--- config.mk ---
export PLATFORM = sky130hd
export DESIGN_NAME = pnp_csel_decode
export DESIGN_NICKNAME = d
export VERILOG_FILES = /design/src/rtl/pnp_csel_pkg.sv /design/src/rtl/io_window_match.sv /design/src/rtl/mem_window_match.sv /design/src/rtl/csel_lane.sv /design/src/rtl/pnp_csel_decode.sv
export SDC_FILE = /design/constraint.sdc
export NUM_CORES = 1
export LEC_CHECK = 0
export BUFFER_PORTS_ARGS = -buffer_cell sky130_fd_sc_hd__buf_2
export CAP_MARGIN = 25
export CORE_AREA = 2 2 87 89
export DETAILED_ROUTE_END_ITERATION = 8
export DIE_AREA = 0 0 89 91
export PLACE_DENSITY_LB_ADDON = 0.2
export SYNTH_ARGS = -nofsm -noshare
export SYNTH_HDL_FRONTEND = slang
export SYNTH_SLANG_ARGS = --single-unit
export TNS_END_PERCENT = 1
--- constraint.sdc ---
create_clock -name vclk -period 1.9
set_clock_uncertainty 0.05 [all_clocks]
set_input_delay 0.095 -clock vclk [all_inputs]
set_output_delay 0.095 -clock vclk [all_outputs]
set_load 0.01 [all_outputs]
--- src/rtl/pnp_csel_pkg.sv ---
package pnp_csel_pkg;
  // Function assigned to a shared pin.
  typedef enum logic [1:0] {
    PF_IRQ      = 2'b00,
    PF_CSEL     = 2'b01,
    PF_ALERT    = 2'b10,
    PF_OVERCUR  = 2'b11
  } pin_fn_e;

  localparam int unsigned PIN_FN_W = 2;
endpackage

--- src/rtl/io_window_match.sv ---
module io_window_match #(
  parameter int unsigned IO_AW   = 16,
  parameter int unsigned FINE_W  = 8,
  parameter int unsigned UP_LO   = 8,
  parameter int unsigned UP_HI   = 10
) (
  input  logic [IO_AW-1:0]  addr,
  input  logic [IO_AW-1:0]  base,
  input  logic [FINE_W-1:0] fine_mask,
  input  logic              upper_mask,
  output logic              hit
);
  logic [IO_AW-1:0] dont_care;
  logic [IO_AW-1:0] diff;

  // Build the don't-care vector bit by bit.
  for (genvar b = 0; b < IO_AW; b++) begin : g_bit
    if (b < FINE_W) begin : g_fine
      assign dont_care[b] = fine_mask[b];
    end else if (b >= UP_LO && b <= UP_HI) begin : g_upper
      assign dont_care[b] = upper_mask;
    end else begin : g_fixed
      assign dont_care[b] = 1'b0;
    end
  end

  assign diff = (addr ^ base) & ~dont_care;
  assign hit  = (diff == '0);
endmodule

--- src/rtl/mem_window_match.sv ---
module mem_window_match #(
  parameter int unsigned AW = 32
) (
  input  logic [AW-1:0] addr,
  input  logic [AW-1:0] base,
  input  logic [AW-1:0] mask,
  output logic          hit
);
  logic [AW-1:0] diff;
  assign diff = (addr ^ base) & ~mask;
  assign hit  = (diff == '0);
endmodule

--- src/rtl/csel_lane.sv ---
module csel_lane
  import pnp_csel_pkg::*;
#(
  parameter int unsigned MEM_AW = 32,
  parameter int unsigned IO_AW  = 16,
  parameter int unsigned FINE_W = 8
) (
  input  logic                cyc_valid,
  input  logic                cyc_is_io,
  input  logic [MEM_AW-1:0]   cyc_addr,
  input  logic [PIN_FN_W-1:0] pin_fn,
  input  logic                io_en,
  input  logic                mem_en,
  input  logic [IO_AW-1:0]    io_base,
  input  logic [FINE_W-1:0]   io_fine_mask,
  input  logic                io_upper_mask,
  input  logic [MEM_AW-1:0]   mem_base,
  input  logic [MEM_AW-1:0]   mem_mask,
  output logic                hit
);
  logic io_match;
  logic mem_match;
  logic role_ok;
  logic io_hit;
  logic mem_hit;

  io_window_match #(
    .IO_AW (IO_AW),
    .FINE_W(FINE_W),
    .UP_LO (8),
    .UP_HI (10)
  ) u_io (
    .addr      (cyc_addr[IO_AW-1:0]),
    .base      (io_base),
    .fine_mask (io_fine_mask),
    .upper_mask(io_upper_mask),
    .hit       (io_match)
  );

  mem_window_match #(.AW(MEM_AW)) u_mem (
    .addr(cyc_addr),
    .base(mem_base),
    .mask(mem_mask),
    .hit (mem_match)
  );

  assign role_ok = (pin_fn == PF_CSEL);
  assign io_hit  = cyc_is_io  & io_en  & io_match;
  assign mem_hit = ~cyc_is_io & mem_en & mem_match;
  assign hit     = cyc_valid & role_ok & (io_hit | mem_hit);
endmodule

--- src/rtl/pnp_csel_decode.sv ---
module pnp_csel_decode
  import pnp_csel_pkg::*;
#(
  parameter int unsigned NUM_CS = 2,
  parameter int unsigned MEM_AW = 32,
  parameter int unsigned IO_AW  = 16,
  parameter int unsigned FINE_W = 8
) (
  input  logic                         cyc_valid,
  input  logic                         cyc_is_io,
  input  logic [MEM_AW-1:0]            cyc_addr,
  input  logic [NUM_CS*PIN_FN_W-1:0]   cfg_pin_fn,
  input  logic [NUM_CS-1:0]            cfg_io_en,
  input  logic [NUM_CS-1:0]            cfg_mem_en,
  input  logic [NUM_CS*IO_AW-1:0]      cfg_io_base,
  input  logic [NUM_CS*FINE_W-1:0]     cfg_io_fine_mask,
  input  logic [NUM_CS-1:0]            cfg_io_upper_mask,
  input  logic [NUM_CS*MEM_AW-1:0]     cfg_mem_base,
  input  logic [NUM_CS*MEM_AW-1:0]     cfg_mem_mask,
  output logic [NUM_CS-1:0]            cs_n,
  output logic                         claim
);
  logic [NUM_CS-1:0] lane_hit;

  for (genvar i = 0; i < NUM_CS; i++) begin : g_lane
    csel_lane #(
      .MEM_AW(MEM_AW),
      .IO_AW (IO_AW),
      .FINE_W(FINE_W)
    ) u_lane (
      .cyc_valid    (cyc_valid),
      .cyc_is_io    (cyc_is_io),
      .cyc_addr     (cyc_addr),
      .pin_fn       (cfg_pin_fn[i*PIN_FN_W +: PIN_FN_W]),
      .io_en        (cfg_io_en[i]),
      .mem_en       (cfg_mem_en[i]),
      .io_base      (cfg_io_base[i*IO_AW +: IO_AW]),
      .io_fine_mask (cfg_io_fine_mask[i*FINE_W +: FINE_W]),
      .io_upper_mask(cfg_io_upper_mask[i]),
      .mem_base     (cfg_mem_base[i*MEM_AW +: MEM_AW]),
      .mem_mask     (cfg_mem_mask[i*MEM_AW +: MEM_AW]),
      .hit          (lane_hit[i])
    );
  end

  assign cs_n  = ~lane_hit;
  assign claim = |lane_hit;
endmodule

==> flow_summary.ini, run 1 <==
[final_layout]
instances_no_fill = 499
seq_cells = 0
drive_gt1_frac = 0.568
antenna_cells = 0
area_growth_pct = 83.8
regArea_um2 = 0
nets = 622
nClkBuffers = 0

[timing]
finalCriticalPeriod_ps = 1680
fmax_mhz = 597
slew-limit-headroom = 0.743
hold_viol_final = 0
setup_viol = 0
tightest_slew_ps = 382
finalSetupTns_ps = 0
timing.final.crit_share = 0.882
slew_violations = 0
rsz0062_at_grt = no

[floorplan]
dieArea_um2 = 8100
fp.dieW_um = 89
start_util = 0.196
die_height_um = 91
io_pins = 223
row_count = 31
core_area_um2 = 7140

[clocking]
post_cts_resized = 0
cts_setup_buffers = 0
cts_hold_buf = 0

[synth]
synthTopCellsByArea = xnor2_1 (56%), o22ai_1 (17%), nor2_1 (4.3%), clkbuf_2 (3.9%), xor2_1 (3.1%)
synth_compound_area_frac = 0.214
syn-num-nets = 409
ys_warn_count = 0
synthSimpleGateAreaFrac = 0.130
synthMuxAreaShare = 0
syn_inst = 189
synth_top_family_by_area = XOR/XNOR gates
yosysTopAreaCell = xnor2_1
synth.top_cell.area_share = 0.563
synthXorXnorAreaFrac = 0.606
yosysSeqAreaShare = 0
ys_types = 26
synthTopCellsByCount = xnor2_1 (90), o22ai_1 (37), nor2_1 (16)
synth_fa_ha_area_frac = 0
netlist_area_um2 = 1400
synth.avg_cell_area_um2 = 7.41
synth_most_common_cell = xnor2_1

[global_route]
grt_max_degree = 5
grt_pass1_wl_mm = 10.0
antenna_found_initial = 0
grt_pass1_vias = 2119
track_usage = 0.160
gr-total-overflow = 0

[placement]
io_buffers = 223
gp_congestion = 0.850
dp_cells = 499
place_hpwl_mm = 6.73

[setup_path]
crit_path_end_kind = primary output
cp_slowest_stage_delay_ps = 350
crit_arrival_ps = 1530
critPathMostFrequentCell = buf_2
cp-startpoint = cyc_addr[2]
crit_path_cell_trace = buf_2 > xnor2_1 > o22ai_1 > nor2_1 > nand4_1 > o31ai_1 > a221o_1 > buf_2
cp_max_fo = 4
slowest_stage = o31ai_1
crit_end = claim
cp.required_ps = 1750
cp-start-kind = primary input
crit_type = in2out

[routing]
drtIter0Drc = 27
via_per_inst = 4.18
wire_per_inst_um = 14.3
vias = 2088
dr.pass1.iters = 4
drtAntennaViolNets = 0
drc = 0
totalWireLength_mm = 7.14

[run]
drv_cap = 0

[power]
powerDensity_nw_per_um2 = 235
power.leakage_nw = 1.20
vdd_drop_max_mv = 0.0978

[min_path]
hold_start = cfg_io_fine_mask[5]
hold_path.class = in2out

[status]
run_status = completed
-- metal layers --
metal	vias to the layer above	wire length (µm)	global-route usage
met2	121	3820	0.324
met1	872	2650	0.185
met4	0	0	0.00249
met3	0	672	0.0173
li1	1095	-	-
met5	-	0	0
-- layout make-up --
type	instances	area, µm²
tap	99	124
multi-input combinational	176	1330
timing repair buffer	223	1120
inverter	1	3.75
fill	860	4560
-- placed cells by master (no fill, tap or decap) --
cell | synthesis | final
a221o_1 | 1 | 1
a22oi_1 | 1 | 1
a31oi_1 | 2 | 2
buf_2 | 0 | 223
inv_1 | 1 | 1
nand2_1 | 2 | 2
nand3_1 | 2 | 2
nand3b_1 | 1 | 1
nand4_1 | 4 | 4
nor2_1 | 16 | 16
nor3_1 | 3 | 3
nor3_2 | 1 | 1
nor3b_1 | 1 | 1
nor4_1 | 1 | 1
nor4_2 | 2 | 2
nor4b_1 | 1 | 1
o2111ai_1 | 1 | 1
o211ai_1 | 1 | 1
o21ai_0 | 1 | 1
o22a_1 | 1 | 1
o22ai_1 | 37 | 37
o31ai_1 | 1 | 1
xnor2_1 | 90 | 90
xnor2_2 | 1 | 1
xor2_1 | 5 | 5
-- per-stage QoR --
stage / hold slack, ps / util / area [µm²] / power (W) / setup WS, ps
2_1_floorplan: 398 / - / 1400 / 0.000298 / 615
3_3_place_gp: 644 / 0.361 / 2570 / 0.000607 / 158
3_5_place_dp: 645 / 0.361 / 2570 / 0.000611 / 128
4_1_cts: 645 / 0.361 / 2570 / 0.000614 / 127
5_1_grt: 695 / 0.361 / 2570 / 0.000665 / 16.8
6_report: 661 / 0.361 / 2570 / 0.000604 / 225
-- power breakdown --
part           total, W  switching [W]  internal, W
Combinational  0.000604       0.000256     0.000348
Sequential            0              0            0
Clock                 0              0            0
-- cell families after synthesis --
kind of cell | count (synthesis)
AOI/OAI and AO/OA | 46
xor gates and xnor gates | 96
buffers and inverters | 13
and+or+nand+nor | 34
-- how the worst min path moves through the flow --
| stage | endpoint | slack (ps) | cells after the start |
|---|---|---|---|
| CTS | cs_n[1] | 640 | 6 |
| detailed placement | cs_n[1] | 640 | 6 |
| finish | cs_n[0] | 660 | 5 |
| global route | cs_n[1] | 690 | 6 |
| floorplan | cs_n[1] | 400 | 4 |
| global placement | cs_n[1] | 640 | 6 |
-- worst max-delay path, delay by kind of cell --
family | cells | cell delay [ps]
buffers and inverters | 2 | 260
XOR/XNOR | 1 | 220
AND/OR/NAND/NOR | 2 | 300
AO/OA/AOI/OAI | 3 | 640
Power figures use the tool's default switching activity.
==> inputs of run 2 (changes only) <==
==> constraint.sdc (replaced) <==
create_clock -name vclk -period 2.1
set_clock_uncertainty 0.05 [all_clocks]
set_input_delay 0.105 -clock vclk [all_inputs]
set_output_delay 0.105 -clock vclk [all_outputs]
set_load 0.01 [all_outputs]
==> flow_summary.ini, run 2 (synthesis gave the netlist of run 1 again) <==
[status]
run_status = completed

[floorplan]
io_pins = 223
die_height_um = 91
row_count = 31
fp.dieW_um = 89
start_util = 0.196
core_area_um2 = 7140
dieArea_um2 = 8100

[final_layout]
drive_gt1_frac = 0.568
final_common_cell = buf_2
nClkBuffers = 0
nFillCells = 847
seq_cells = 0
area_growth_pct = 83.8
instances_no_fill = 499
final_util = 0.361
antenna_cells = 0
regArea_um2 = 0
nets = 622
layout_common_cells = buf_2 (223), xnor2_1 (90), o22ai_1 (37)

[setup_path]
crit_type = in2out
crit_path_end_kind = primary output
cp_max_fo = 4
crit_arrival_ps = 1530
cp-startpoint = cyc_addr[14]
cp.required_ps = 1950
cp-start-kind = primary input

[timing]
setup_viol = 0
slew_violations = 0
slew-limit-headroom = 0.716
rsz0062_at_grt = no
timing.final.crit_share = 0.801
hold_ws_ps = 666
tightest_slew_ps = 423
finalCriticalPeriod_ps = 1680
hold_viol_final = 0
fmax_mhz = 595
finalSetupTns_ps = 0

[clocking]
cts_hold_buf = 0
cts_setup_buffers = 0
post_cts_resized = 0

[global_route]
grt_max_degree = 5
antenna_found_initial = 0
track_usage = 0.162
grt_pass1_vias = 2153
gr-total-overflow = 0
grt_pass1_wl_mm = 10.0

[min_path]
holdPathStages = 6
hold_path.class = in2out
hold_start = cfg_pin_fn[3]
hold_end = cs_n[1]

[placement]
place_hpwl_mm = 6.80
dp_cells = 499
gp_congestion = 0.818
io_buffers = 223

[routing]
wl_met3_um = 699
wire_per_inst_um = 14.3
top_layer = met4
dr.pass1.iters = 4
route.met2.wl_mm = 3.84
drc = 0
totalWireLength_mm = 7.14
vias = 2096
drtIter0Drc = 29
drt-met1-wl_mm = 2.57
via_per_inst = 4.20
drtAntennaViolNets = 0

[power]
powerDensity_nw_per_um2 = 213
power.total_w = 0.000547
vdd_drop_max_mv = 0.0860
power.leakage_nw = 1.20

[run]
drv_cap = 0
run 2: cell counts in the layout (fill, tap and decap cells not counted):
Identical to the previous run, type by type.
run 2: where the power goes:
| part | total (W) | switching, W | internal (W) |
|---|---|---|---|
| Sequential | 0 | 0 | 0 |
| Clock | 0 | 0 | 0 |
| Combinational | 0.000547 | 0.000232 | 0.000315 |
run 2: metrics by stage:
| step | setup WS [ps] | area (µm²) |
|---|---|---|
| 4_1_cts | 305 | 2570 |
| 3_3_place_gp | 337 | 2570 |
| 6_report | 419 | 2570 |
| 2_1_floorplan | 795 | 1400 |
| 5_1_grt | 268 | 2570 |
| 3_5_place_dp | 309 | 2570 |
run 2: routing by layer:
| layer | vias up | GRT usage |
|---|---|---|
| met3 | 2 | 0.0255 |
| li1 | 1093 | - |
| met5 | - | 0 |
| met1 | 886 | 0.173 |
| met2 | 115 | 0.335 |
| met4 | 0 | 0.00622 |
run 2: layout make-up:
type               count  area (µm²)  share of cell area
multi-input cells    176        1330               0.517
well taps             99         124              0.0481
repair buffers       223        1120               0.434
inverters              1        3.75             0.00146
run 2: how the worst max path moves through the flow:
stage	endpoint	depth (start not counted)
2_1_floorplan	claim	7
3_3_place_gp	claim	8
3_5_place_dp	claim	8
4_1_cts	claim	8
5_1_grt	claim	8
6_report	claim	8
run 2: critical path, cell delays in order:
cell,delay (ps)
buf_2,140
xnor2_1,240
o22ai_1,130
nor2_1,140
nand4_1,150
o31ai_1,330
a221o_1,160
buf_2,130
==> inputs of run 3 (changes only) <==
--- a/config.mk
+++ b/config.mk
@@ -7,9 +7,9 @@
 export LEC_CHECK = 0
 export BUFFER_PORTS_ARGS = -buffer_cell sky130_fd_sc_hd__buf_2
 export CAP_MARGIN = 25
-export CORE_AREA = 2 2 87 89
+export CORE_AREA = 2 2 88 90
 export DETAILED_ROUTE_END_ITERATION = 8
-export DIE_AREA = 0 0 89 91
+export DIE_AREA = 0 0 90 92
 export PLACE_DENSITY_LB_ADDON = 0.2
 export SYNTH_ARGS = -nofsm -noshare
 export SYNTH_HDL_FRONTEND = slang
==> constraint.sdc (replaced) <==
create_clock -name vclk -period 1.7
set_clock_uncertainty 0.05 [all_clocks]
set_input_delay 0.085 -clock vclk [all_inputs]
set_output_delay 0.085 -clock vclk [all_outputs]
set_load 0.01 [all_outputs]
==> flow_summary.ini, run 3 (synthesis gave the netlist of run 1 again) <==
[status]
run_status = completed

[setup_path]
crit_path_end_kind = primary output
cp-start-kind = primary input
cp_max_fo = 4
cp.required_ps = 1560
crit_type = in2out
crit_arrival_ps = 1480

[power]
vdd_drop_max_mv = 0.0940
powerDensity_nw_per_um2 = 263
power.leakage_nw = 1.20

[floorplan]
die_height_um = 92
dieArea_um2 = 8280
fp.dieW_um = 90
start_util = 0.188
core_area_um2 = 7450
row_count = 32
io_pins = 223

[final_layout]
drive_gt1_frac = 0.570
layout_common_cells = buf_2 (223), xnor2_1 (90), o22ai_1 (37)
seq_cells = 0
nFillCells = 854
nClkBuffers = 0
regArea_um2 = 0
fin_area_um2 = 2580
area_growth_pct = 84.5
antenna_cells = 0
final_common_cell = buf_2
nets = 622

[placement]
placed_area_um2 = 2580
io_buffers = 223
gp_congestion = 0.837
place_hpwl_mm = 7.00

[timing]
slew_violations = 0
fmax_mhz = 620
slew-limit-headroom = 0.754
tightest_slew_ps = 364
finalSetupTns_ps = 0
hold_ws_ps = 648
setup_viol = 0
hold_viol_final = 0
finalCriticalPeriod_ps = 1610
timing.final.crit_share = 0.949
rsz0062_at_grt = no

[routing]
via_per_inst = 4.17
vias = 2092
drtIter0Drc = 25
wire_per_inst_um = 14.6
dr.pass1.iters = 3
totalWireLength_mm = 7.31
drtAntennaViolNets = 0
drc = 0

[clocking]
cts_setup_buffers = 0
post_cts_resized = 0
cts_hold_buf = 0

[global_route]
grt_pass1_vias = 2199
grt_pass1_wl_mm = 10.8
gr-total-overflow = 0
track_usage = 0.164
antenna_found_initial = 0
grt_max_degree = 5

[min_path]
hold_path.class = in2out
hold_start = cfg_pin_fn[3]
hold_end = cs_n[1]
holdPathStages = 6

[run]
drv_cap = 0
## run 3: worst max-delay path by stage
stage,from,slack [ps],endpoint,depth (start not counted)
floorplan,cyc_addr[0],440,claim,7
global placement,cyc_addr[6],20,claim,8
detailed placement,cyc_addr[6],10,claim,8
CTS,cyc_addr[6],10,claim,8
global route,cyc_addr[6],20,claim,8
finish,cyc_addr[6],90,claim,8
## run 3: per-layer routing
layer | vias to the layer above | wire length [µm] | global-route usage
met2 | 115 | 3820 | 0.328
met4 | 0 | 0 | 0
li1 | 1094 | - | -
met5 | - | 0 | 0
met1 | 883 | 2950 | 0.196
met3 | 0 | 546 | 0.0222
## run 3: power by group
group          switching (W)  total, W  leakage, nW  internal (W)
clock                      0         0            0             0
sequential                 0         0            0             0
combinational       0.000290  0.000679         1.20      0.000389
total               0.000290  0.000679         1.20      0.000389
## run 3: layout make-up
class / count / area (µm²) / area share
well taps: 102 / 128 / 0.0494
multi-input cells: 176 / 1340 / 0.517
inverters: 1 / 3.75 / 0.00145
repair buffers: 223 / 1120 / 0.432
## run 3: stage by stage
stage | total power (W) | instances | setup slack (ps) | util
floorplan | 0.000334 | 189 | 435 | -
global placement | 0.000688 | 502 | 22.2 | 0.346
detailed placement | 0.000691 | 502 | 12.9 | 0.346
CTS | 0.000694 | 502 | 12.1 | 0.346
global route | 0.000751 | 502 | 18.6 | 0.347
finish | 0.000679 | 502 | 86.6 | 0.347
## run 3: worst max-delay path, stage by stage
cell,delay (ps)
buf_2,150
xnor2_1,180
o22ai_1,160
nor2_1,130
o2111ai_1,160
o31ai_2,330
a221o_1,150
buf_2,130
